$ cat src/rtl/lpar_pkg.sv
package lpar_pkg;
  parameter int DATA_W = 64;
  parameter int LANE_W = 8;
  localparam int LANES = DATA_W / LANE_W;

  typedef struct packed {
    logic checkRead;  // valid read beat that must be checked
    logic clearFlag;  // force error flag inactive
  } lparStrobes_t;
endpackage

$ cat src/rtl/lpar_control.sv
module lpar_control
  import lpar_pkg::*;
(
  input  logic         rst,
  input  logic         chkEnN,
  input  logic         isWrite,
  input  logic         dataValid,
  output lparStrobes_t strobes
);
  always_comb begin
    strobes.clearFlag = rst;
    strobes.checkRead = dataValid && !isWrite && !chkEnN;
  end
endmodule

$ cat src/rtl/lpar_datapath.sv
module lpar_datapath
  import lpar_pkg::*;
#(
  parameter int DW = 64,
  parameter int LW = 8,
  localparam int NL = DW / LW
) (
  input  logic          clk,
  input  lparStrobes_t  strobes,
  input  logic [DW-1:0] wrData,
  output logic [NL-1:0] wrParity,
  input  logic [DW-1:0] rdData,
  input  logic [NL-1:0] rdParity,
  input  logic [NL-1:0] byteEnN,
  output logic          parErrN
);
  logic [NL-1:0] laneFail;

  for (genvar k = 0; k < NL; k++) begin : gLane
    logic rdOdd;
    assign wrParity[k] = ^wrData[k*LW +: LW];
    assign rdOdd       = (^rdData[k*LW +: LW]) ^ rdParity[k];
    assign laneFail[k] = rdOdd && !byteEnN[k];
  end

  always_ff @(posedge clk) begin
    if (strobes.clearFlag) parErrN <= 1'b1;
    else                   parErrN <= !(strobes.checkRead && (|laneFail));
  end
endmodule

$ cat src/rtl/lane_parity_unit.sv
module lane_parity_unit
  import lpar_pkg::*;
#(
  parameter int DW = 64,
  parameter int LW = 8,
  localparam int NL = DW / LW
) (
  input  logic          clk,
  input  logic          rst,
  input  logic [DW-1:0] wrData,
  output logic [NL-1:0] wrParity,
  input  logic [DW-1:0] rdData,
  input  logic [NL-1:0] rdParity,
  input  logic [NL-1:0] byteEnN,
  input  logic          chkEnN,
  input  logic          isWrite,
  input  logic          dataValid,
  output logic          parErrN
);
  lparStrobes_t strobes;

  lpar_control u_ctrl (
    .rst(rst), .chkEnN(chkEnN), .isWrite(isWrite),
    .dataValid(dataValid), .strobes(strobes)
  );

  lpar_datapath #(.DW(DW), .LW(LW)) u_dp (
    .clk(clk), .strobes(strobes), .wrData(wrData), .wrParity(wrParity),
    .rdData(rdData), .rdParity(rdParity), .byteEnN(byteEnN),
    .parErrN(parErrN)
  );
endmodule

$ cat config.mk
export PLATFORM = sky130hd
export DESIGN_NAME = lane_parity_unit
export DESIGN_NICKNAME = d
export VERILOG_FILES = /design/src/rtl/lpar_pkg.sv /design/src/rtl/lpar_control.sv /design/src/rtl/lpar_datapath.sv /design/src/rtl/lane_parity_unit.sv
export SDC_FILE = /design/constraint.sdc
export NUM_CORES = 1
export LEC_CHECK = 0
export BUFFER_PORTS_ARGS = -buffer_cell sky130_fd_sc_hd__buf_4
export CORE_MARGIN = 5
export CORE_UTILIZATION = 30
export DETAILED_ROUTE_END_ITERATION = 8
export PLACE_DENSITY = 0.77
export SETUP_SLACK_MARGIN = 0.05
export SKIP_CTS_REPAIR_TIMING = 1
export SLEW_MARGIN = 20
export SYNTH_ARGS = -nofsm -noshare
export SYNTH_HDL_FRONTEND = slang
export SYNTH_SLANG_ARGS = --single-unit
$ cat constraint.sdc
create_clock -name clk -period 3.9 [get_ports clk]
set_input_delay 0.78 -clock clk [delete_from_list [all_inputs] [get_ports clk]]
set_output_delay 0.78 -clock clk [all_outputs]
set_load 0.02 [all_outputs]
==> results.toml, run 1 <==
[run_status]
status = "finished, final reports clean"

[placed_design]
gp_congestion = 0.735
portBuffers = 157
dp.final_hpwl_um = 3650

[final_layout]
ff_latch_area_um2 = 20.0
nNetsFinal = 429
regMostFlops = "u_dp.parErrN"
multi_input_area_um2 = 1200
area_growth_pct = 102
largest_reg_flops = 1
fillers = 376
drive_above_1_share_pct = 57.6
reg_top3 = "u_dp.parErrN: 1 flops"
antenna_cells = 0

[logic_synthesis]
syn_nets = 270
synth_area_um2 = 1220
synth-seq-area-share_pct = 1.64
synth-compound-area-share_pct = 2.77
synthMuxAreaShare_pct = 2.46
synth-simple-area-share_pct = 3.18
synth_seq_cells = 1
synth_cell_types = 13
yosysWarningCount = 0
synth-adder-area-share_pct = 0
synthXorXnorAreaFrac_pct = 90.0
syn_avg_cell_area_um2 = 10.1
synthCells = 121
synth_top_family_by_area = "XOR/XNOR gates"

[clock_tree]
path_clk_slew_ns = 0

[timing]
relSlewSlack_pct = 71.7
hold_violations = 0
final.setup.tns_ns = 0
max_slew.worst_pin.slew_ns = 0.419
clock.fmax_mhz = 432
finalCritPeriodShare_pct = 59.4
finalSetupViolCount = 0
drv_slew = 0
finalCriticalPeriod_ns = 2.32
whs_ns = 0.991
rsz0062_at_grt = "no"

[die]
dieWidth_um = 73.8
die_h_um = 73.8
rows = 23
initial_core_util_pct = 30.7
die_area_um2 = 5450
core_um2 = 3970
ioPinCount = 158

[drt]
routedWlPerCell_um = 11.5
drt_iter0_drc = 6
firstDrtPassIters = 3
wirelength_um = 3760
drcViolationCount = 0
drtAntennaViolNets = 0
vias = 1380
routed_via_density = 4.21

[global_routing]
grt_pass1_wl_um = 5450
grt_max_degree = 3
first_global_vias = 1345
grt_overflow = 0
antenna_found_initial = 0
grt_usage_pct = 12.3

[critical_path]
cp-startpoint = "wrData[51]"
cp-start-kind = "input pin"
crit_path_end_kind = "output port"
critPathCapture = "wrParity[6]"
worstPathMaxFanout = 1
worstPathRequired_ns = 3.12
crit_type = "input pin to output port"
cp.arrival_ns = 1.54

[min_path]
hp-class = "input pin to register"

[power_and_ir_drop]
cellPowerDensity_nw_per_um2 = 194
max-vdd-ir-drop_uv = 110
p_leak_nw = 1.21

[run]
cap_violations = 0
-- per-layer routing --
layer	vias to the layer above	track usage, %	wire length (um)
met4	0	0	0
met1	604	11.1	1040
met2	73	27.6	2260
met3	0	3.01	469
met5	-	0	0
li1	703	-	-
-- how the worst min path moves through the flow --
stage,from,end,slack (ns),cells after the start
finish,isWrite,u_dp.parErrN,0.99,3
global route,rst,u_dp.parErrN,1.01,3
CTS,isWrite,u_dp.parErrN,1.0,3
detailed placement,isWrite,u_dp.parErrN,1.0,3
global placement,rst,u_dp.parErrN,1.0,3
floorplan,isWrite,u_dp.parErrN,0.89,2
-- report_power, final --
group | internal (mW) | switching (mW) | total [mW] | leakage [nW]
Clock | 0 | 0 | 0 | 0
Combinational | 0.294 | 0.172 | 0.466 | 1.20
Sequential | 0.0109 | 0.0000888 | 0.0110 | 0.00817
Total | 0.305 | 0.172 | 0.477 | 1.21
-- per-stage QoR --
stage | cells | util (%) | power [mW] | cell area [um^2] | setup slack, ns
final | 328 | 62.0 | 0.477 | 2460 | 1.58
after global routing | 328 | 62.0 | 0.513 | 2460 | 1.48
after CTS | 328 | 62.0 | 0.484 | 2460 | 1.57
after detailed placement | 328 | 62.0 | 0.482 | 2460 | 1.58
after global placement | 328 | 62.0 | 0.477 | 2460 | 1.59
after floorplan | 121 | - | 0.286 | 1220 | 1.66
-- worst max-delay path: stages --
cell	delay, ns
buf_4	0.11
xnor2_1	0.18
xnor2_1	0.16
xnor2_1	0.14
buf_4	0.16
-- layout make-up --
cell class	instances	area share, %
multi-input combinational	120	48.8
sequential	1	0.813
tap	50	2.54
timing repair buffer	157	47.9
-- logic make-up (layout without fill, tap and decap cells) --
logic type,Yosys count,count (layout)
multiplexers,3,3
AND/OR/NAND/NOR,7,7
XOR/XNOR,106,106
flip-flops,1,1
AO/OA/AOI/OAI,4,4
buffers and inverters,0,157
-- cells in the mapped netlist --
master,number,area [um^2]
dfxtp_1,1,20.0
o22ai_1,2,12.5
xnor2_2,2,32.5
xnor3_1,8,180
mux2i_1,3,30.0
xor2_1,17,149
o31ai_2,1,12.5
xnor2_1,76,666
o2111ai_1,1,8.76
xor3_1,3,71.3
nor2_1,3,11.3
nor2b_1,3,18.8
nor4b_1,1,8.76
-- cell usage in the layout (no fill, tap or decap) --
master,synthesis,routed
buf_4,0,157
dfxtp_1,1,1
mux2i_1,3,3
nor2_1,3,3
nor2b_1,3,3
nor4b_1,1,1
o2111ai_1,1,1
o22ai_1,2,2
o31ai_2,1,1
xnor2_1,76,76
xnor2_2,2,2
xnor3_1,8,8
xor2_1,17,17
xor3_1,3,3
Note: power is estimated with default switching activity, not from simulation.
==> inputs of run 2 (changes only) <==
Settings changed: ABC_AREA set to 1, PLACE_DENSITY 0.77 to 0.68.
Clock period 3.9 ns to 2.35 ns, I/O delays scaled along.
==> run 2 against run 1 <==
- cell count is 59% higher
- sequential power is 64% higher
- total power is 64% higher
- sequential cell count stayed put
- setup slack worse by 0.94 ns
- via count is 56% higher
- routed wire length is 28% higher
- die area is 29% higher
- largest cell class unchanged
- area after synthesis is 34% higher
- critical path depth stayed put
- worst hold slack worse by 0.33 ns
- design area is 18% higher
==> results.toml, run 2 <==
[logic_synthesis]
synth_area_um2 = 1640
synthArstFlopShare_pct = 0
syn_avg_cell_area_um2 = 5.56
synth.most_common_cell = "nand2_1"
synth_top_cell_area_share_pct = 33.2
synth_cell_types = 13
yosysTopAreaCell = "xnor2_1"
synth_edf_count = 0
syn_nets = 443
synth-seq-area-share_pct = 1.22
synth_ff_type = "dfxtp_1"
synth_seq_cells = 1
yosysWarningCount = 0
synthCells = 294
synthTopCellsByArea = "xnor2_1 (33%), nand2_1 (23%), xor2_1 (14%)"
synthTopCellsByCount = "nand2_1 (100), xnor2_1 (62), inv_1 (53)"

[timing]
max_slew.worst_pin.slew_ns = 0.266
relSlewSlack_pct = 82.1
clock.fmax_mhz = 586
finalCriticalPeriod_ns = 1.71
hold_violations = 0
drv_slew = 0
rsz0062_at_grt = "no"
finalCritPeriodShare_pct = 72.7
final.setup.tns_ns = 0
whs_ns = 0.664
finalSetupViolCount = 0

[critical_path]
worstPathMaxFanout = 1
crit_path_end_kind = "output port"
cp-start-kind = "input pin"
cpMaxStageDelayCell = "xnor2_1"
worstPathRequired_ns = 1.88
cp.arrival_ns = 1.24
critical-path-max-stage-delay_ns = 0.19
crit_type = "input pin to output port"
crit_chain = "buf_4 -> xor2_1 -> xnor2_1 -> xnor2_1 -> buf_4"

[min_path]
min_from = "rst"
hold_path_end = "u_dp.parErrN"
min_path_cells = 3
hp-class = "input pin to register"

[clock_tree]
path_clk_slew_ns = 0

[drt]
routedWlPerCell_um = 9.26
drcViolationCount = 0
drt_iter0_drc = 16
routed_via_density = 4.12
vias = 2149
firstDrtPassIters = 4
wirelength_um = 4830
drtAntennaViolNets = 0

[final_layout]
nNetsFinal = 602
final_common_cell = "buf_4"
finish.utilization_pct = 55.7
layout_common_cells = "buf_4 (157), nand2_1 (100), xnor2_1 (62), inv_1 (53), nand3_1 (31)"
drive_above_1_share_pct = 36.8
regMostFlops = "u_dp.parErrN"
largest_reg_flops = 1
fillers = 562
antenna_cells = 0
area_growth_pct = 77.4
reg_top3 = "u_dp.parErrN: 1 flops"

[global_routing]
first_global_vias = 2082
grt_pass1_wl_um = 8130
antenna_found_initial = 0
grt_max_degree = 4
grt_overflow = 0
grt_usage_pct = 12.9

[die]
core_um2 = 5200
die_h_um = 83.8
die_area_um2 = 7030
dieWidth_um = 83.8
rows = 26
initial_core_util_pct = 31.4
ioPinCount = 158

[power_and_ir_drop]
power.internal_mw = 0.441
max-vdd-ir-drop_uv = 179
p_leak_nw = 1.70
power_frac_clock_pct = 0
p_sw_share_pct = 43.5
cellPowerDensity_nw_per_um2 = 269
power_frac_comb_pct = 97.7
pwr-share-seq_pct = 2.3
power.switching_mw = 0.340

[placed_design]
portBuffers = 157
dp.final_hpwl_um = 4670
gp_congestion = 0.768

[run_status]
status = "finished, final reports clean"

[run]
cap_violations = 0
-- run 2: changes by cell type after synthesis, sizes merged, moves of 3 or more --
cell,delta
xor2,+9
xnor2,-16
xnor3,-8
nand2,+106
nor2b,-3
xor3,-3
mux2i,-3
nand3,+33
nor2,+5
inv,+54
-- run 2: per-stage QoR --
| stage | total power [mW] | setup slack [ns] | cells | instance area (um^2) |
|---|---|---|---|---|
| final | 0.780 | 0.642 | 521 | 2900 |
| after CTS | 0.791 | 0.631 | 521 | 2900 |
| after detailed placement | 0.789 | 0.631 | 521 | 2900 |
| after global placement | 0.774 | 0.667 | 521 | 2900 |
| after floorplan | 0.444 | 0.744 | 294 | 1640 |
| after global routing | 0.865 | 0.569 | 521 | 2900 |
-- run 2: critical path: cells and delay by family --
family	cells	cell delay, ns
xor+xnor	3	0.49
buf+inv	2	0.27
-- run 2: kinds of logic after synthesis --
family / count (synthesis) / synth area share, %
compound gates: 2 / 0.612
flops: 1 / 1.22
xor+xnor: 88 / 47.1
buf+inv: 54 / 12.4
simple gates: 149 / 38.6
-- run 2: power by group through the flow --
stage	Combinational, mW	Sequential [mW]	Clock, mW
after floorplan	0.425	0.0187	0
after global placement	0.756	0.0180	0
after detailed placement	0.771	0.0180	0
after CTS	0.773	0.0180	0
after global routing	0.847	0.0181	0
final	0.762	0.0180	0
-- run 2: routing by layer --
metal / wire length [um] / GRT usage, %
met5: 0 / 0
met4: 0 / 0
met2: 2680 / 27.0
met1: 1810 / 14.5
met3: 327 / 1.38
-- run 2: worst max path at each step --
| stage | slack [ns] | startpoint | cells after the start | endpoint |
|---|---|---|---|---|
| 6_report | 0.64 | wrData[61] | 5 | wrParity[7] |
| 3_5_place_dp | 0.63 | wrData[63] | 5 | wrParity[7] |
| 2_1_floorplan | 0.74 | wrData[3] | 3 | wrParity[0] |
| 5_1_grt | 0.57 | wrData[33] | 5 | wrParity[4] |
| 3_3_place_gp | 0.67 | wrData[31] | 5 | wrParity[3] |
| 4_1_cts | 0.63 | wrData[63] | 5 | wrParity[7] |
-- run 2: area by class of cell --
cell class | count | area [um^2] | share of cell area [%]
Inverter | 54 | 203 | 6.99
Multi-Input combinational cell | 239 | 1410 | 48.7
Sequential cell | 1 | 20.0 | 0.690
Tap cell | 70 | 87.6 | 3.02
Timing Repair Buffer | 157 | 1180 | 40.6
==> inputs of run 3 (changes only) <==
Settings changed: PLACE_DENSITY 0.68 to 0.71.
Clock period 2.35 ns to 1.5 ns, I/O delays scaled along.
==> run 3 against run 2 <==
- first-iteration DRC count rose by 38%
- largest cell class unchanged
- sequential cell count unchanged
- global-route usage grew 0.50 points
- via count down 1.4%
- design area up 0.34%
- cell count did not move
- die area stayed put
- critical path type unchanged
==> results.toml, run 3 (synthesized netlist as in run 2, its figures left out) <==
[run_status]
status = "finished, final reports clean"

[timing]
finalSetupViolCount = 0
final.setup.tns_ns = 0
rsz0062_at_grt = "no"
drv_slew = 0
max_slew.worst_pin.slew_ns = 0.298
relSlewSlack_pct = 80.0
hold_violations = 0
finalCritPeriodShare_pct = 91.9
clock.fmax_mhz = 725
finalCriticalPeriod_ns = 1.38

[die]
die_area_um2 = 7030
core_um2 = 5200
die_h_um = 83.8
ioPinCount = 158
initial_core_util_pct = 31.4
rows = 26
dieWidth_um = 83.8

[min_path]
min_from = "isWrite"
hp-class = "input pin to register"
min_path_cells = 3
hold_path_end = "u_dp.parErrN"

[global_routing]
antenna_found_initial = 0
grt_pass1_wl_um = 8450
first_global_vias = 2151
grt_overflow = 0
grt_max_degree = 4
grt_usage_pct = 13.4

[critical_path]
worstPathMaxFanout = 1
worstPathRequired_ns = 1.20
crit_type = "input pin to output port"
cpMaxStageDelayCell = "xnor2_1"
cp.arrival_ns = 1.08
cp-start-kind = "input pin"
critical-path-max-stage-delay_ns = 0.20
crit_path_end_kind = "output port"
path_common_cell = "xnor2_1"
crit_chain = "buf_4 -> xnor2_1 -> xnor2_1 -> xnor2_1 -> buf_4"

[final_layout]
drive_above_1_share_pct = 37.3
nNetsFinal = 602
fillers = 525
final_common_cell = "buf_4"
regMostFlops = "u_dp.parErrN"
antenna_cells = 0
layout_common_cells = "buf_4 (157), nand2_1 (100), xnor2_1 (61), inv_1 (53), nand3_1 (31)"
fin_cells = 521
area_growth_pct = 78.0
largest_reg_flops = 1
reg_top3 = "u_dp.parErrN: 1 flops"

[power_and_ir_drop]
max-vdd-ir-drop_uv = 265
p_leak_nw = 1.70
power.switching_mw = 0.537
p_sw_share_pct = 43.6
pwr-share-seq_pct = 2.3
power_frac_clock_pct = 0
power_frac_comb_pct = 97.7
cellPowerDensity_nw_per_um2 = 422
power.internal_mw = 0.693

[drt]
drtAntennaViolNets = 0
drt_iter0_drc = 22
wirelength_um = 4940
routedWlPerCell_um = 9.48
routed_via_density = 4.07
vias = 2118
drcViolationCount = 0
firstDrtPassIters = 4

[placed_design]
gp_congestion = 0.700
portBuffers = 157
dp.final_hpwl_um = 4730
placed_cells = 521

[run]
cap_violations = 0

[clock_tree]
path_clk_slew_ns = 0
## run 3: cell count changes in the layout (fill, tap and decap cells not counted)
| cell | delta |
|---|---|
| nor2_1 | -1 |
| xnor2_2 | +1 |
| nor2_2 | +1 |
| xnor2_1 | -1 |
## run 3: power groups by stage
stage	sequential, mW	clock (mW)	combinational (mW)
floorplan	0.0293	0	0.666
global placement	0.0282	0	1.18
detailed placement	0.0282	0	1.21
CTS	0.0282	0	1.21
global route	0.0283	0	1.34
finish	0.0282	0	1.20
## run 3: worst max-delay path by stage
stage / start / end / slack (ns) / depth (start not counted)
2_1_floorplan: wrData[3] / wrParity[0] / 0.23 / 3
3_3_place_gp: wrData[13] / wrParity[1] / 0.15 / 5
3_5_place_dp: wrData[35] / wrParity[4] / 0.11 / 5
4_1_cts: wrData[35] / wrParity[4] / 0.11 / 5
5_1_grt: wrData[5] / wrParity[0] / 0.05 / 5
6_report: wrData[35] / wrParity[4] / 0.12 / 5
## run 3: area by class of cell
type | instances | area (um^2) | area share, %
Inverter | 54 | 203 | 6.96
Multi-Input combinational cell | 239 | 1420 | 48.9
Sequential cell | 1 | 20.0 | 0.688
Tap cell | 70 | 87.6 | 3.01
Timing Repair Buffer | 157 | 1180 | 40.5
## run 3: metal layers
layer  track usage, %  vias up  share of wire (%)
met1             13.6      875                 35
met3             2.47        0                6.7
met4                0        0                  0
li1                 -     1180                  -
met2             29.1       63                 58
met5                0        -                  0
## run 3: critical path: cells and delay by family
family / cells / cell delay [ns]
buffers and inverters: 2 / 0.27
XOR/XNOR: 3 / 0.51
## run 3: through the flow
step | hold slack (ns) | power, mW | setup WS (ns) | utilization, % | area, um^2
after CTS | 0.505 | 1.24 | 0.107 | 55.7 | 2900
after global routing | 0.547 | 1.37 | 0.0501 | 55.9 | 2910
after global placement | 0.507 | 1.21 | 0.153 | 55.7 | 2900
after detailed placement | 0.505 | 1.24 | 0.107 | 55.7 | 2900
after floorplan | 0.398 | 0.696 | 0.234 | - | 1640
final | 0.504 | 1.23 | 0.121 | 55.9 | 2910
